$ cat src/rtl/rdi_insert_pkg.sv
package rdi_insert_pkg;

  // Per-path selection; first field is the most significant bit.
  typedef struct packed {
    logic src_ring;   // 0: local monitor, 1: ring
    logic ring_ext;   // 0: internal ring, 1: external ring
    logic extend;     // minimum-duration RDI stretching
  } ri_cfg_t;

  localparam ri_cfg_t RI_CFG_RESET = '0;

endpackage

$ cat src/rtl/ri_cfg_bank.sv
module ri_cfg_bank
  import rdi_insert_pkg::*;
#(
  parameter int NPATH  = 12,
  parameter int PATH_W = $clog2(NPATH)
) (
  input  logic              clk,
  input  logic              rst_n,
  input  logic              frame_tick,
  input  logic              wr_en,
  input  logic [PATH_W-1:0] wr_path,
  input  ri_cfg_t           wr_cfg,
  input  logic [PATH_W-1:0] rd_path,
  output ri_cfg_t           rd_cfg
);

  ri_cfg_t stg_q [NPATH];
  ri_cfg_t act_q [NPATH];

  always_ff @(posedge clk) begin
    if (!rst_n) begin
      for (int p = 0; p < NPATH; p++) begin
        stg_q[p] <= RI_CFG_RESET;
        act_q[p] <= RI_CFG_RESET;
      end
    end else begin
      for (int p = 0; p < NPATH; p++) begin
        if (frame_tick) act_q[p] <= stg_q[p];
        if (wr_en && (int'(wr_path) == p)) stg_q[p] <= wr_cfg;
      end
    end
  end

  always_comb begin
    rd_cfg = RI_CFG_RESET;
    for (int p = 0; p < NPATH; p++) begin
      if (int'(rd_path) == p) rd_cfg = act_q[p];
    end
  end

endmodule

$ cat src/rtl/ri_src_mux.sv
module ri_src_mux
  import rdi_insert_pkg::*;
#(
  parameter int REI_W = 4,
  parameter int RDI_W = 3
) (
  input  ri_cfg_t          cfg,
  input  logic [REI_W-1:0] loc_rei,
  input  logic [RDI_W-1:0] loc_rdi,
  input  logic [REI_W-1:0] rint_rei,
  input  logic [RDI_W-1:0] rint_rdi,
  input  logic [REI_W-1:0] rext_rei,
  input  logic [RDI_W-1:0] rext_rdi,
  output logic [REI_W-1:0] sel_rei,
  output logic [RDI_W-1:0] sel_rdi
);

  always_comb begin
    if (!cfg.src_ring) begin
      sel_rei = loc_rei;
      sel_rdi = loc_rdi;
    end else if (cfg.ring_ext) begin
      sel_rei = rext_rei;
      sel_rdi = rext_rdi;
    end else begin
      sel_rei = rint_rei;
      sel_rdi = rint_rdi;
    end
  end

endmodule

$ cat src/rtl/ri_stretch_bank.sv
module ri_stretch_bank #(
  parameter int NPATH          = 12,
  parameter int PATH_W         = $clog2(NPATH),
  parameter int RDI_W          = 3,
  parameter int STRETCH_FRAMES = 20,
  parameter int CNT_W          = $clog2(STRETCH_FRAMES + 1)
) (
  input  logic              clk,
  input  logic              rst_n,
  input  logic              frame_tick,
  input  logic              upd,
  input  logic [PATH_W-1:0] upd_path,
  input  logic [RDI_W-1:0]  raw_code,
  output logic              hold_live,
  output logic [RDI_W-1:0]  hold_code
);

  localparam logic [CNT_W-1:0] RELOAD = CNT_W'(STRETCH_FRAMES);

  logic [CNT_W-1:0] cnt_q  [NPATH];
  logic [RDI_W-1:0] code_q [NPATH];
  logic             act_q  [NPATH];

  wire raw_on = (raw_code != '0);

  always_ff @(posedge clk) begin
    if (!rst_n) begin
      for (int p = 0; p < NPATH; p++) begin
        cnt_q[p]  <= '0;
        code_q[p] <= '0;
        act_q[p]  <= 1'b0;
      end
    end else begin
      for (int p = 0; p < NPATH; p++) begin
        if (frame_tick && (cnt_q[p] != '0)) cnt_q[p] <= cnt_q[p] - 1'b1;
        if (upd && (int'(upd_path) == p)) begin
          if (raw_on) begin
            code_q[p] <= raw_code;
            if (!act_q[p]) cnt_q[p] <= RELOAD;
          end
          act_q[p] <= raw_on;
        end
      end
    end
  end

  always_comb begin
    hold_live = 1'b0;
    hold_code = '0;
    for (int p = 0; p < NPATH; p++) begin
      if (int'(upd_path) == p) begin
        hold_live = (cnt_q[p] != '0);
        hold_code = code_q[p];
      end
    end
  end

endmodule

$ cat src/rtl/ri_out_reg.sv
module ri_out_reg #(
  parameter int W = 8
) (
  input  logic         clk,
  input  logic         rst_n,
  input  logic         load,
  output logic         in_ready,
  input  logic [W-1:0] in_data,
  output logic         out_valid,
  input  logic         out_ready,
  output logic [W-1:0] out_data
);

  assign in_ready = !out_valid || out_ready;

  always_ff @(posedge clk) begin
    if (!rst_n) begin
      out_valid <= 1'b0;
      out_data  <= '0;
    end else if (in_ready) begin
      out_valid <= load;
      if (load) out_data <= in_data;
    end
  end

endmodule

$ cat src/rtl/rdi_insert_ctrl.sv
module rdi_insert_ctrl
  import rdi_insert_pkg::*;
#(
  parameter int NPATH          = 12,
  parameter int PATH_W         = $clog2(NPATH),
  parameter int REI_W          = 4,
  parameter int RDI_W          = 3,
  parameter int STRETCH_FRAMES = 20
) (
  input  logic              clk,
  input  logic              rst_n,
  input  logic              frame_tick,
  input  logic              cfg_we,
  input  logic [PATH_W-1:0] cfg_path,
  input  logic              cfg_src_ring,
  input  logic              cfg_ring_ext,
  input  logic              cfg_extend,
  input  logic              in_valid,
  output logic              in_ready,
  input  logic [PATH_W-1:0] in_path,
  input  logic [REI_W-1:0]  loc_rei,
  input  logic [RDI_W-1:0]  loc_rdi,
  input  logic [REI_W-1:0]  rint_rei,
  input  logic [RDI_W-1:0]  rint_rdi,
  input  logic [REI_W-1:0]  rext_rei,
  input  logic [RDI_W-1:0]  rext_rdi,
  output logic              out_valid,
  input  logic              out_ready,
  output logic [PATH_W-1:0] out_path,
  output logic [REI_W-1:0]  out_rei,
  output logic [RDI_W-1:0]  out_rdi,
  output logic [REI_W-1:0]  out_ring_rei,
  output logic [RDI_W-1:0]  out_ring_rdi
);

  localparam int CNT_W = $clog2(STRETCH_FRAMES + 1);
  localparam int PAY_W = PATH_W + 2 * (REI_W + RDI_W);

  ri_cfg_t          wr_cfg, cur_cfg;
  logic [REI_W-1:0] sel_rei;
  logic [RDI_W-1:0] sel_rdi, hold_code, fin_rdi;
  logic             hold_live, in_range, take;
  logic [PAY_W-1:0] pay_in, pay_out;

  assign wr_cfg   = '{src_ring: cfg_src_ring, ring_ext: cfg_ring_ext, extend: cfg_extend};
  assign in_range = (int'(in_path) < NPATH);
  assign take     = in_valid && in_ready && in_range;

  ri_cfg_bank #(.NPATH(NPATH), .PATH_W(PATH_W)) u_cfg (
    .clk(clk), .rst_n(rst_n), .frame_tick(frame_tick),
    .wr_en(cfg_we), .wr_path(cfg_path), .wr_cfg(wr_cfg),
    .rd_path(in_path), .rd_cfg(cur_cfg)
  );

  ri_src_mux #(.REI_W(REI_W), .RDI_W(RDI_W)) u_mux (
    .cfg(cur_cfg),
    .loc_rei(loc_rei), .loc_rdi(loc_rdi),
    .rint_rei(rint_rei), .rint_rdi(rint_rdi),
    .rext_rei(rext_rei), .rext_rdi(rext_rdi),
    .sel_rei(sel_rei), .sel_rdi(sel_rdi)
  );

  ri_stretch_bank #(
    .NPATH(NPATH), .PATH_W(PATH_W), .RDI_W(RDI_W),
    .STRETCH_FRAMES(STRETCH_FRAMES), .CNT_W(CNT_W)
  ) u_str (
    .clk(clk), .rst_n(rst_n), .frame_tick(frame_tick),
    .upd(take), .upd_path(in_path), .raw_code(sel_rdi),
    .hold_live(hold_live), .hold_code(hold_code)
  );

  // A live code wins; a cleared code is replaced by the held one while stretching.
  always_comb begin
    if (sel_rdi != '0)                  fin_rdi = sel_rdi;
    else if (cur_cfg.extend && hold_live) fin_rdi = hold_code;
    else                                fin_rdi = '0;
  end

  assign pay_in = {in_path, sel_rei, fin_rdi, loc_rei, loc_rdi};

  ri_out_reg #(.W(PAY_W)) u_out (
    .clk(clk), .rst_n(rst_n),
    .load(in_valid && in_range), .in_ready(in_ready), .in_data(pay_in),
    .out_valid(out_valid), .out_ready(out_ready), .out_data(pay_out)
  );

  assign {out_path, out_rei, out_rdi, out_ring_rei, out_ring_rdi} = pay_out;

endmodule

$ cat config.mk
export PLATFORM = sky130hd
export DESIGN_NAME = rdi_insert_ctrl
export DESIGN_NICKNAME = d
export VERILOG_FILES = /design/src/rtl/rdi_insert_pkg.sv /design/src/rtl/ri_cfg_bank.sv /design/src/rtl/ri_src_mux.sv /design/src/rtl/ri_stretch_bank.sv /design/src/rtl/ri_out_reg.sv /design/src/rtl/rdi_insert_ctrl.sv
export SDC_FILE = /design/constraint.sdc
export NUM_CORES = 1
export LEC_CHECK = 0
export BUFFER_PORTS_ARGS = -buffer_cell sky130_fd_sc_hd__buf_2
export CORE_MARGIN = 4
export CORE_UTILIZATION = 30
export CTS_CLUSTER_DIAMETER = 100
export DETAILED_ROUTE_END_ITERATION = 16
export PLACE_DENSITY_LB_ADDON = 0.15
export SETUP_SLACK_MARGIN = 0.1
export SLEW_MARGIN = 0
export SYNTH_ARGS = -nofsm -noshare
export SYNTH_HDL_FRONTEND = slang
export SYNTH_HIERARCHICAL = 1
export SYNTH_SLANG_ARGS = --single-unit
$ cat constraint.sdc
create_clock -name clk -period 4.8 [get_ports clk]
set_clock_uncertainty 0.15 [all_clocks]
set_input_delay 0.72 -clock clk [delete_from_list [all_inputs] [get_ports clk]]
set_output_delay 0.72 -clock clk [all_outputs]
set_load 0.05 [all_outputs]
==> results.json <==
{
  "outcome": "finished clean",
  "synth-adder-area-share_pct": 3.07,
  "n_fill_cell": 3254,
  "cts.sinks": 199,
  "grt_max_degree": 70,
  "rows": 65,
  "ys_async_sr_fraction_pct": 0,
  "grt_pass1_wl_mm": 33.5,
  "dieArea_um2": 35600,
  "synth_compound_area_share_pct": 5.67,
  "critPathKind": "in2reg",
  "period_share_pct": 83.8,
  "maxCapViolations": 0,
  "met1_length_mm": 10.1,
  "vias_per_cell": 4.62,
  "routed-wl-met2_mm": 9.94,
  "grtUsageTotal_pct": 11.8,
  "drive_above_1_share_pct": 13.5,
  "drt-total-wl_mm": 20.8,
  "synthesis.area_um2": 9790,
  "slew_headroom_pct": 52.7,
  "syn-num-nets": 925,
  "finalWeightedCongestion": 0.738,
  "synth_edf_count": 179,
  "clk_pin_slew_ns": 0.07,
  "setup_tns_ns": 0,
  "slew_violations": 0,
  "seq_area_um2": 5780,
  "yosysUniqueCellTypes": 57,
  "synth_seq_area_share_pct": 59.0,
  "io_pins": 58,
  "drt_iter0_drc": 299,
  "mostFrequentLayoutCell": "edfxtp_1",
  "rsz0062_at_grt": "no",
  "synth-xor-area-share_pct": 3.22,
  "syn_inst": 863,
  "synth_area_leader_cell": "edfxtp_1",
  "start_util_pct": 30.7,
  "dr.pass1.iters": 4,
  "p_leak_nw": 4.32,
  "dr_wl_met3_um": 431,
  "ant_nets": 0,
  "mostFrequentLayoutCells": "edfxtp_1, nor2_1, nand2_1",
  "clock_latency_ns": 0.44,
  "syn2layout_area_growth_pct": 13.5,
  "antenna_found_initial": 0,
  "h-tree-depth": 4,
  "multi_input_area_um2": 3620,
  "core_area_um2": 31900,
  "die_x_um": 189,
  "yosysWarnings": 6,
  "start_kind": "input pin",
  "postCtsResizedCells": 0,
  "pwr_density_cell_nw_per_um2": 377,
  "ys.flop_type": "edfxtp_1",
  "ir_worst_vdd_v": 0.000255,
  "end_kind": "flop",
  "fin_nets": 973,
  "clockRootBuffer": "clkbuf_16",
  "fp.dieH_um": 189,
  "avgSynthCellArea_um2": 11.3,
  "worstPathMaxFanout": 12,
  "cts_tree": "done",
  "synth_top_area_share_pct": 54.9,
  "wire_per_inst_um": 15.3,
  "hold_path.class": "reg2reg",
  "clock.fmax_ghz": 0.248,
  "hold_viol": 0,
  "synth_top_family_by_area": "simple AND/OR/NAND/NOR gates",
  "vias": 6272,
  "period_minus_slack_ns": 4.02,
  "cts_max_path_buffers": 2,
  "numCtsBuffers": 17,
  "maxUsedRoutingLayer": "met4",
  "grt_pass1_vias": 6269,
  "arrival_ns": 3.99,
  "grt_remaining_overflow": 0,
  "synth_mux_area_share_pct": 6.22,
  "ys_top_cells_by_area": "edfxtp_1, nor2_1, dfxtp_1",
  "drc_errors": 0,
  "tightest_slew_ns": 0.700,
  "ys_ff_latch": 199,
  "cp.required_ns": 4.76,
  "antenna_cells": 0,
  "place_hpwl_mm": 15.0,
  "yosys.area_share.simple_pct": 18.7,
  "post_cts_buffers": 0,
  "port-buffer-count": 57,
  "fin_hold_ws_ns": 0.305,
  "setup_viol": 0,
  "postCtsHoldBufs": 0
}
==> final timing paths <==
path / start / depth (start not counted) / slack (ns) / to
setup reg to reg: u_cfg/act_q[0][4]$_SDFFCE_PN0P_ / 9 / 1.01 / u_str/cnt_q[0][4]$_SDFFCE_PN0P_
hold reg to reg: u_out/out_data[15]$_SDFFE_PN0P_ / 2 / 0.31 / u_out/out_data[15]$_SDFFE_PN0P_
hold / removal: u_out/out_data[15]$_SDFFE_PN0P_ / 2 / 0.31 / u_out/out_data[15]$_SDFFE_PN0P_
setup / recovery: in_path[0] / 10 / 0.78 / u_str/cnt_q[0][4]$_SDFFCE_PN0P_
==> area by class of cell <==
type / instances / area share (%)
Inverter: 43 / 1.45
Multi-Input combinational cell: 581 / 32.6
Clock buffer: 17 / 3.83
Timing Repair Buffer: 69 / 3.40
Clock inverter: 15 / 1.85
Sequential cell: 199 / 52.0
Tap cell: 435 / 4.90
==> report_power, final <==
| part | switching [mW] | leakage [nW] | internal, mW |
|---|---|---|---|
| Combinational | 0.360 | 2.00 | 0.222 |
| Sequential | 0.0739 | 2.02 | 2.06 |
| Clock | 0.717 | 0.305 | 0.758 |
==> per-layer routing <==
layer  GRT usage, %  up-vias
met5              0        -
met4           4.32        0
met3           1.82       19
met2           19.4       77
met1           16.0     3024
li1               -     3152
==> sequential cells by signal (all words and copies together) (netlist names) <==
name and count:
u_cfg/act_q 36, u_str/act_q 12, u_out/out_valid 1, u_out/out_data 18
u_str/code_q 36, u_str/cnt_q 60, u_cfg/stg_q 36
==> metrics by stage <==
step | utilization [%] | total power, mW | worst slack [ns] | cell area (um^2) | std cells
final | 34.8 | 4.19 | 0.775 | 11100 | 1359
after global placement | 32.9 | 2.77 | 0.362 | 10500 | 1327
after global routing | 34.8 | 4.40 | 0.510 | 11100 | 1359
after floorplan | - | 2.59 | 1.04 | 9790 | 863
after detailed placement | 32.9 | 2.76 | 0.247 | 10500 | 1327
after CTS | 34.8 | 4.26 | 0.727 | 11100 | 1359
==> Yosys cell counts (3+ instances only) <==
cell / instances
a21oi_1: 24
nor3_1: 13
o22ai_1: 4
nor2b_1: 11
nor2_1: 134
inv_1: 41
a221oi_1: 3
ha_1: 24
edfxtp_1: 179
nand3_1: 21
buf_2: 15
mux4_2: 8
nor3b_1: 3
nand3b_1: 7
and3_1: 32
xor2_1: 12
mux2i_1: 35
nand2b_1: 18
nor4b_1: 6
xnor2_1: 24
and3b_1: 3
o31ai_1: 6
or3_1: 9
o21ai_0: 40
and2_1: 9
or3_4: 4
clkbuf_1: 15
dfxtp_1: 20
buf_6: 3
nand2_1: 101
==> critical path, stage by stage <==
cell and delay [ns]:
buf_2 0.30, mux4_1 0.59, nand2_1 0.07, nand3_1 0.36, mux2i_1 0.23, a21oi_1 0.40, nor3_2 0.14, nand2b_1 0.42
or3_1 0.51, nand3_1 0.24
==> kinds of logic (layout without fill, tap and decap cells) <==
kind of cell    Yosys count  after routing
simple gates            380            380
flops                   199            199
compound gates           94             94
buf+inv                  83            144
mux                      47             47
xor+xnor                 36             36
fa+ha+maj                24             24
Note: power is estimated with default switching activity, not from simulation.
